**config.mk**
```make
export PLATFORM = sky130hd
export DESIGN_NAME = dmaInvTracker
export DESIGN_NICKNAME = d
export VERILOG_FILES = /design/src/rtl/dmaInvPkg.sv /design/src/rtl/dmaInvCtrl.sv /design/src/rtl/dmaInvPath.sv /design/src/rtl/dmaInvTracker.sv
export SDC_FILE = /design/constraint.sdc
export NUM_CORES = 1
export LEC_CHECK = 0
export CORE_ASPECT_RATIO = 0.7
export CORE_UTILIZATION = 30
export CTS_BUF_LIST = sky130_fd_sc_hd__clkbuf_8
export DETAILED_ROUTE_END_ITERATION = 10
export DONT_BUFFER_PORTS = 1
export PLACE_DENSITY = 0.56
export SKIP_CTS_REPAIR_TIMING = 1
export SLEW_MARGIN = 20
export SYNTH_ARGS = -nofsm -noshare
export SYNTH_HDL_FRONTEND = slang
export SYNTH_SLANG_ARGS = --single-unit
```
**constraint.sdc**
```tcl
create_clock -name clk -period 2 [get_ports clk]
set_clock_uncertainty 0.2 [all_clocks]
set_input_delay 0.1 -clock clk [delete_from_list [all_inputs] [get_ports clk]]
set_output_delay 0.1 -clock clk [all_outputs]
set_load 0.02 [all_outputs]
```
**src/rtl/dmaInvPkg.sv**
```systemverilog
package dmaInvPkg;
  typedef struct packed {
    logic capture;
    logic step;
    logic issue;
  } invCtlT;
endpackage

```
**src/rtl/dmaInvCtrl.sv**
```systemverilog
module dmaInvCtrl
  import dmaInvPkg::*;
(
  input  logic   clk,
  input  logic   rstN,
  input  logic   busReq,
  input  logic   cpuBusy,
  input  logic   coherentReq,
  input  logic   dmaWrite,
  input  logic   latchStrobe,
  input  logic   xferAck,
  input  logic   invReq,
  output logic   busGrant,
  output invCtlT ctl
);
  logic grantQ;
  logic snoopOn;

  // grant waits for the processor to leave the bus, drops with the request
  always_ff @(posedge clk) begin
    if (!rstN) grantQ <= 1'b0;
    else       grantQ <= busReq && (grantQ || !cpuBusy);
  end

  assign busGrant = grantQ;
  assign snoopOn  = grantQ && coherentReq;

  always_comb begin
    ctl.capture = snoopOn && dmaWrite && latchStrobe;
    // a capture in the same cycle takes priority over the increment
    ctl.step    = snoopOn && dmaWrite && xferAck && !latchStrobe;
    ctl.issue   = snoopOn && invReq;
  end
endmodule

```
**src/rtl/dmaInvPath.sv**
```systemverilog
module dmaInvPath
  import dmaInvPkg::*;
#(
  parameter int HI_W = 28,
  localparam int WA_W = HI_W + 2
) (
  input  logic            clk,
  input  logic            rstN,
  input  invCtlT          ctl,
  input  logic [HI_W-1:0] busAddr,
  input  logic [1:0]      lowWord,
  output logic [WA_W-1:0] wordCnt,
  output logic            invValid,
  output logic [WA_W-1:0] invWordAddr
);
  logic [WA_W-1:0] cntQ;
  logic [WA_W-1:0] cntNext;

  always_comb begin
    cntNext = cntQ;
    if (ctl.capture)   cntNext = {busAddr, lowWord};
    else if (ctl.step) cntNext = cntQ + WA_W'(1);
  end

  always_ff @(posedge clk) begin
    if (!rstN) begin
      cntQ        <= '0;
      invValid    <= 1'b0;
      invWordAddr <= '0;
    end else begin
      cntQ     <= cntNext;
      invValid <= ctl.issue;
      if (ctl.issue) invWordAddr <= cntQ;
    end
  end

  assign wordCnt = cntQ;
endmodule

```
**src/rtl/dmaInvTracker.sv**
```systemverilog
module dmaInvTracker
  import dmaInvPkg::*;
#(
  parameter int HI_W = 28,
  localparam int WA_W = HI_W + 2
) (
  input  logic            clk,
  input  logic            rstN,
  input  logic            busReq,
  input  logic            cpuBusy,
  output logic            busGrant,
  input  logic            coherentReq,
  input  logic            dmaWrite,
  input  logic            latchStrobe,
  input  logic [HI_W-1:0] busAddr,
  input  logic [1:0]      lowWord,
  input  logic            xferAck,
  input  logic            invReq,
  output logic            invValid,
  output logic [WA_W-1:0] invWordAddr
);
  invCtlT          ctl;
  logic [WA_W-1:0] wordCnt;

  dmaInvCtrl ctrl_i (
    .clk(clk), .rstN(rstN), .busReq(busReq), .cpuBusy(cpuBusy),
    .coherentReq(coherentReq), .dmaWrite(dmaWrite),
    .latchStrobe(latchStrobe), .xferAck(xferAck), .invReq(invReq),
    .busGrant(busGrant), .ctl(ctl)
  );

  dmaInvPath #(.HI_W(HI_W)) path_i (
    .clk(clk), .rstN(rstN), .ctl(ctl), .busAddr(busAddr),
    .lowWord(lowWord), .wordCnt(wordCnt), .invValid(invValid),
    .invWordAddr(invWordAddr)
  );
endmodule

```
Word level (Yosys, flattened, before mapping) --
Index checks and enable logic that the tools add are counted.
Storage, ports and cells: register bits after elaboration 62, bits of input ports 39, output and inout port bits 32, word-level logic and storage cells 18
Cells by class: $add $sub $neg 1, multiplexer cells 2, reductions and logical operators 11
Operators with widths (count):
- $mux W30 | 2
- $add A30 B1 Y30 const B | 1
- $logic_and A1 B1 Y1 | 7
- $logic_not A1 Y1 | 2
- $reduce_bool A2 Y1 | 1
- $logic_or A1 B1 Y1 | 1

Logic depth before layout (Yosys ltp) --
depth in word-level cells 6, gate-level depth with buffers 6, mapped depth without buffers 5

By module --
Synthesis repeated with hierarchy kept, for this count alone.
Unflattened totals: cells, all modules 337, area, all modules 2981.6 µm²
Modules (own cells, without submodules):
- dmaInvPath | times used 1, cells each 328, area an instance 2911.5 µm², sequential area each 1221.2 µm²
- dmaInvCtrl | times used 1, cells each 9, area an instance 70.1 µm², sequential area each 20.0 µm²

Least setup slack after synthesis --
OpenSTA, ideal clock, no wires.
path kind reg-to-reg, start register path_i.cntQ[0], in the netlist path_i.wordCnt[0], end register path_i.cntQ[14], in the netlist path_i.wordCnt[14], arrival time 1750 ps, setup slack -91 ps, cell stages (with the launch flop) 7, clock period less this slack 2091 ps, cells stage by stage dfxtp_1 -> ha_1 -> nand3_1 -> or2_2 -> clkbuf_1 -> o41ai_1 -> a311oi_1
On the way: cells in the longest elaborated chain, start to end 3
RTL lines:
- start, declared | line dmaInvPath.sv:16 | logic [WA_W-1:0] cntQ;
- start signal, assigned | line dmaInvPath.sv:31 | cntQ <= cntNext;
- $add A30 B1 Y30 | line dmaInvPath.sv:22 | else if (ctl.step) cntNext = cntQ + WA_W'(1);
- $mux W30 | line dmaInvPath.sv:22
- $mux W30 | line dmaInvPath.sv:21 | if (ctl.capture) cntNext = {busAddr, lowWord};
No other way between the ends. The select of a mux whose other input is x is not followed. A chain may end at the register's enable or synchronous reset.

Worst setup path after layout --
start register path_i.cntQ[2], in the netlist path_i.wordCnt[2], end register path_i.cntQ[17], in the netlist path_i.wordCnt[17]
Same word-level chain as after synthesis.

==> flow_metrics.env <==
export IMPL_grt_use_total=0.202
export IMPL_crit_family="simple AND/OR/NAND/NOR gates"
export IMPL_n_antenna_cell=0
export IMPL_holdPathStages=2
export IMPL_grt_pass1_wl_mm=15.9
export IMPL_power_frac_seq=0.475
export IMPL_clock_fmax_ghz=0.489
export IMPL_power_leakage_uw=0.00136
export IMPL_synth_yosys_seq_area_share=0.413
export IMPL_synth_seq_cells=62
export IMPL_core_area_um2=9720
export IMPL_async_flop_share=0
export IMPL_wirelength_met1_mm=4.89
export IMPL_seqCellArea_um2=1260
export IMPL_drv_cap=0
export IMPL_syn_area_per_cell_um2=7.92
export IMPL_nNetsFinal=492
export IMPL_worstMarginPinSlew_ns=0.512
export IMPL_start_kind="flip-flop"
export IMPL_rsz0062_at_grt="true"
export IMPL_cp_arrival_ns=2.14
export IMPL_htree_levels=3
export IMPL_min_path_type="in -> reg"
export IMPL_slew_headroom=0.656
export IMPL_setup_violations=4
export IMPL_num_fill_cells=1002
export IMPL_p_per_area_nw_per_um2=656
export IMPL_combPwrFrac=0.069
export IMPL_fp_row_count=30
export IMPL_initial_core_util=0.309
export IMPL_slowest_delay_ns=0.57
export IMPL_period_share=1.02
export IMPL_fin_hold_ws_ns=-0.329
export IMPL_fp_dieArea_um2=10400
export IMPL_path_buf_inv=1
export IMPL_cts_tree="done"
export IMPL_drc=0
export IMPL_slowest_stage="or4_4"
export IMPL_gp_congestion=0.863
export IMPL_numCtsBuffers=9
export IMPL_drt_iter0_drc=296
export IMPL_yosysUniqueCellTypes=48
export IMPL_multi_input_area_um2=1690
export IMPL_peakVddDrop_mv=0.342
export IMPL_io_pins=71
export IMPL_die_width_um=122
export IMPL_hpwl_mm=7.30
export IMPL_clk_latency_ns=0.35
export IMPL_via_count=3275
export IMPL_dpl_cell_area_um2=3500
export IMPL_portBuffers=0
export IMPL_grt_pass1_vias=2894
export IMPL_cts_sinks=62
export IMPL_crit_fanout=3
export IMPL_path_cells="nand4_1 -> buf_4 -> or4_4 -> or3_1 -> nand3_1"
export IMPL_worstSetupPathType="reg -> reg"
export IMPL_synth_edf_count=0
export IMPL_status="complete, but fails checks"
export IMPL_maxUsedRoutingLayer="met4"
export IMPL_period_minus_slack_ns=2.04
export IMPL_required_ns=2.09
export IMPL_synth_nets=419
export IMPL_endpoint_kind="flip-flop"
export IMPL_die_h_um=85.7
export IMPL_clock_path_buffers=2
export IMPL_synthFlopType="dfxtp_1"
export IMPL_p_switching_uw=603
export IMPL_fin_ws_ns=-0.0439
export IMPL_antenna_found_initial=0
export IMPL_final_layout_size_suffix_gt1_frac=0.219
export IMPL_synthToLayoutAreaGrowth_pct=35.4
export IMPL_design_area_um2=4070
export IMPL_drt_wl_total_mm=10.3
export IMPL_drtPass1Iterations=5
export IMPL_netlist_area_um2=3000
export IMPL_rr_worst_depth=5
export IMPL_wl_met2_mm=4.19
export IMPL_sw_frac_of_total=0.226
export IMPL_failed_checks="negative hold slack, negative setup slack"
export IMPL_path_clk_slew_ns=0.07
export IMPL_final_antenna_net_count=0
export IMPL_wl_met3_mm=1.13
export IMPL_netlist_instances=379
export IMPL_clock_root_buffer="clkbuf_8"
export IMPL_p_int_uw=2060
export IMPL_vias_per_cell=5.60
export IMPL_hold_viol_final=26
export IMPL_yosysWarningCount=0
export IMPL_wl_per_cell_um=17.6
export IMPL_grt_overflow_total=0
export IMPL_cp_depth=5
export IMPL_clkPwrFrac=0.456
export IMPL_slew_viol_final=0
export IMPL_grt_max_degree=32
per-stage QoR:
| step | power [µW] | util | TNS (ns) | instances | setup slack, ns |
|---|---|---|---|---|---|
| finish | 2670 | 0.418 | -0.127 | 585 | -0.0439 |
| global route | 2770 | 0.418 | -0.346 | 585 | -0.0892 |
| CTS | 2640 | 0.382 | -0.306 | 555 | -0.0531 |
| detailed placement | 1430 | 0.360 | -0.154 | 539 | -0.0417 |
| global placement | 1430 | 0.360 | -0.00738 | 539 | -0.00738 |
| floorplan | 1380 | - | -0.0406 | 379 | -0.0406 |
Yosys cell counts, types with 2 or more instances:
cell / instances / share of area
nand4b_1: 4 / 0.012
nor2_1: 12 / 0.015
and4_1: 5 / 0.015
nand3b_1: 2 / 0.0050
nor4_1: 4 / 0.0083
a22oi_1: 14 / 0.035
a31oi_1: 7 / 0.015
nand3_1: 18 / 0.030
a21oi_1: 40 / 0.067
o22ai_1: 4 / 0.0083
o311ai_0: 5 / 0.015
o31ai_1: 4 / 0.010
xnor2_1: 6 / 0.017
nand2_1: 77 / 0.096
o2111ai_1: 2 / 0.0058
dfxtp_1: 62 / 0.41
o21ai_0: 11 / 0.018
and3_1: 5 / 0.010
a311oi_1: 3 / 0.0088
nor3_1: 10 / 0.017
buf_2: 5 / 0.0083
clkbuf_1: 18 / 0.022
or3_1: 3 / 0.0063
or4_1: 10 / 0.025
nand4_1: 14 / 0.029
o211ai_1: 7 / 0.017
inv_1: 6 / 0.0075
power by group through the flow:
stage / Combinational (µW) / Sequential [µW] / Clock (µW)
after floorplan: 77.1 / 1300 / 0
after global placement: 134 / 1290 / 0
after detailed placement: 135 / 1290 / 0
after CTS: 135 / 1260 / 1250
after global routing: 201 / 1270 / 1310
final: 184 / 1270 / 1220
cell usage in the layout (no fill, tap or decap), types with 2 or more instances in the layout:
master / n
or3_1: 2
dlygate4sd3_1: 27
nor2_1: 12
nor4_1: 4
and3_1: 5
buf_4: 58
inv_1: 8
nand3b_1: 2
nand3_1: 17
o31ai_1: 4
and4_1: 4
nand4_1: 14
or4_1: 6
nand4b_1: 4
a311oi_1: 3
a21oi_1: 40
o22ai_1: 4
nand2_1: 77
bufinv_16: 2
clkinv_2: 2
o21ai_0: 11
or4_4: 5
dfxtp_1: 49
o211ai_1: 7
o311ai_1: 2
xnor2_1: 6
dfxtp_2: 13
a31oi_1: 7
o311ai_2: 2
nor3_1: 10
clkbuf_8: 10
a22oi_1: 14
worst register-to-register path: stages (launching register included):
cell and delay, ns:
dfxtp_1 0.36, nand4_1 0.20, buf_4 0.21, or4_4 0.57, or3_1 0.36, nand3_1 0.08
cell type report:
type                            count  share of cell area
Clock inverter                      6              0.0191
Multi-Input combinational cell    286               0.416
Clock buffer                       10              0.0339
Inverter                            7             0.00646
Timing Repair Buffer               86               0.176
Sequential cell                    62               0.309
Tap cell                          128              0.0394
kinds of logic (layout without fill, tap and decap cells):
kind of cell | after synthesis | count (layout) | synth area share
flip-flops | 62 | 62 | 0.413
adder cells (fa/ha/maj) | 1 | 1 | 0.00417
AO/OA/AOI/OAI | 104 | 104 | 0.220
buffers and inverters | 31 | 109 | 0.0408
multiplexers | 1 | 1 | 0.00333
XOR/XNOR | 7 | 7 | 0.0204
AND/OR/NAND/NOR | 173 | 173 | 0.298
sequential cells by signal (all words and copies together) (netlist names):
register	flops
path_i.invWordAddr	30
path_i.wordCnt	30
ctrl_i.busGrant	1
path_i.invValid	1
path summary, 6_finish.rpt:
| check | from | slack (ns) | to |
|---|---|---|---|
| worst max-delay path | path_i.wordCnt[2]$_SDFFE_PN0P_ | -0.04 | path_i.wordCnt[17]$_SDFFE_PN0P_ |
| worst min-delay path | rstN | -0.33 | path_i.wordCnt[13]$_SDFFE_PN0P_ |
| worst max register to register | path_i.wordCnt[2]$_SDFFE_PN0P_ | -0.04 | path_i.wordCnt[17]$_SDFFE_PN0P_ |
| worst min register to register | path_i.wordCnt[17]$_SDFFE_PN0P_ | 0.30 | path_i.invWordAddr[17]$_SDFFE_PN0P_ |
metal layers:
metal | track usage | vias to the layer above
met3 | 0.0851 | 9
met4 | 0.0595 | 0
met5 | 0 | -
li1 | - | 1565
met1 | 0.285 | 1552
met2 | 0.276 | 149
No activity file was read; power rests on OpenSTA's default activity.
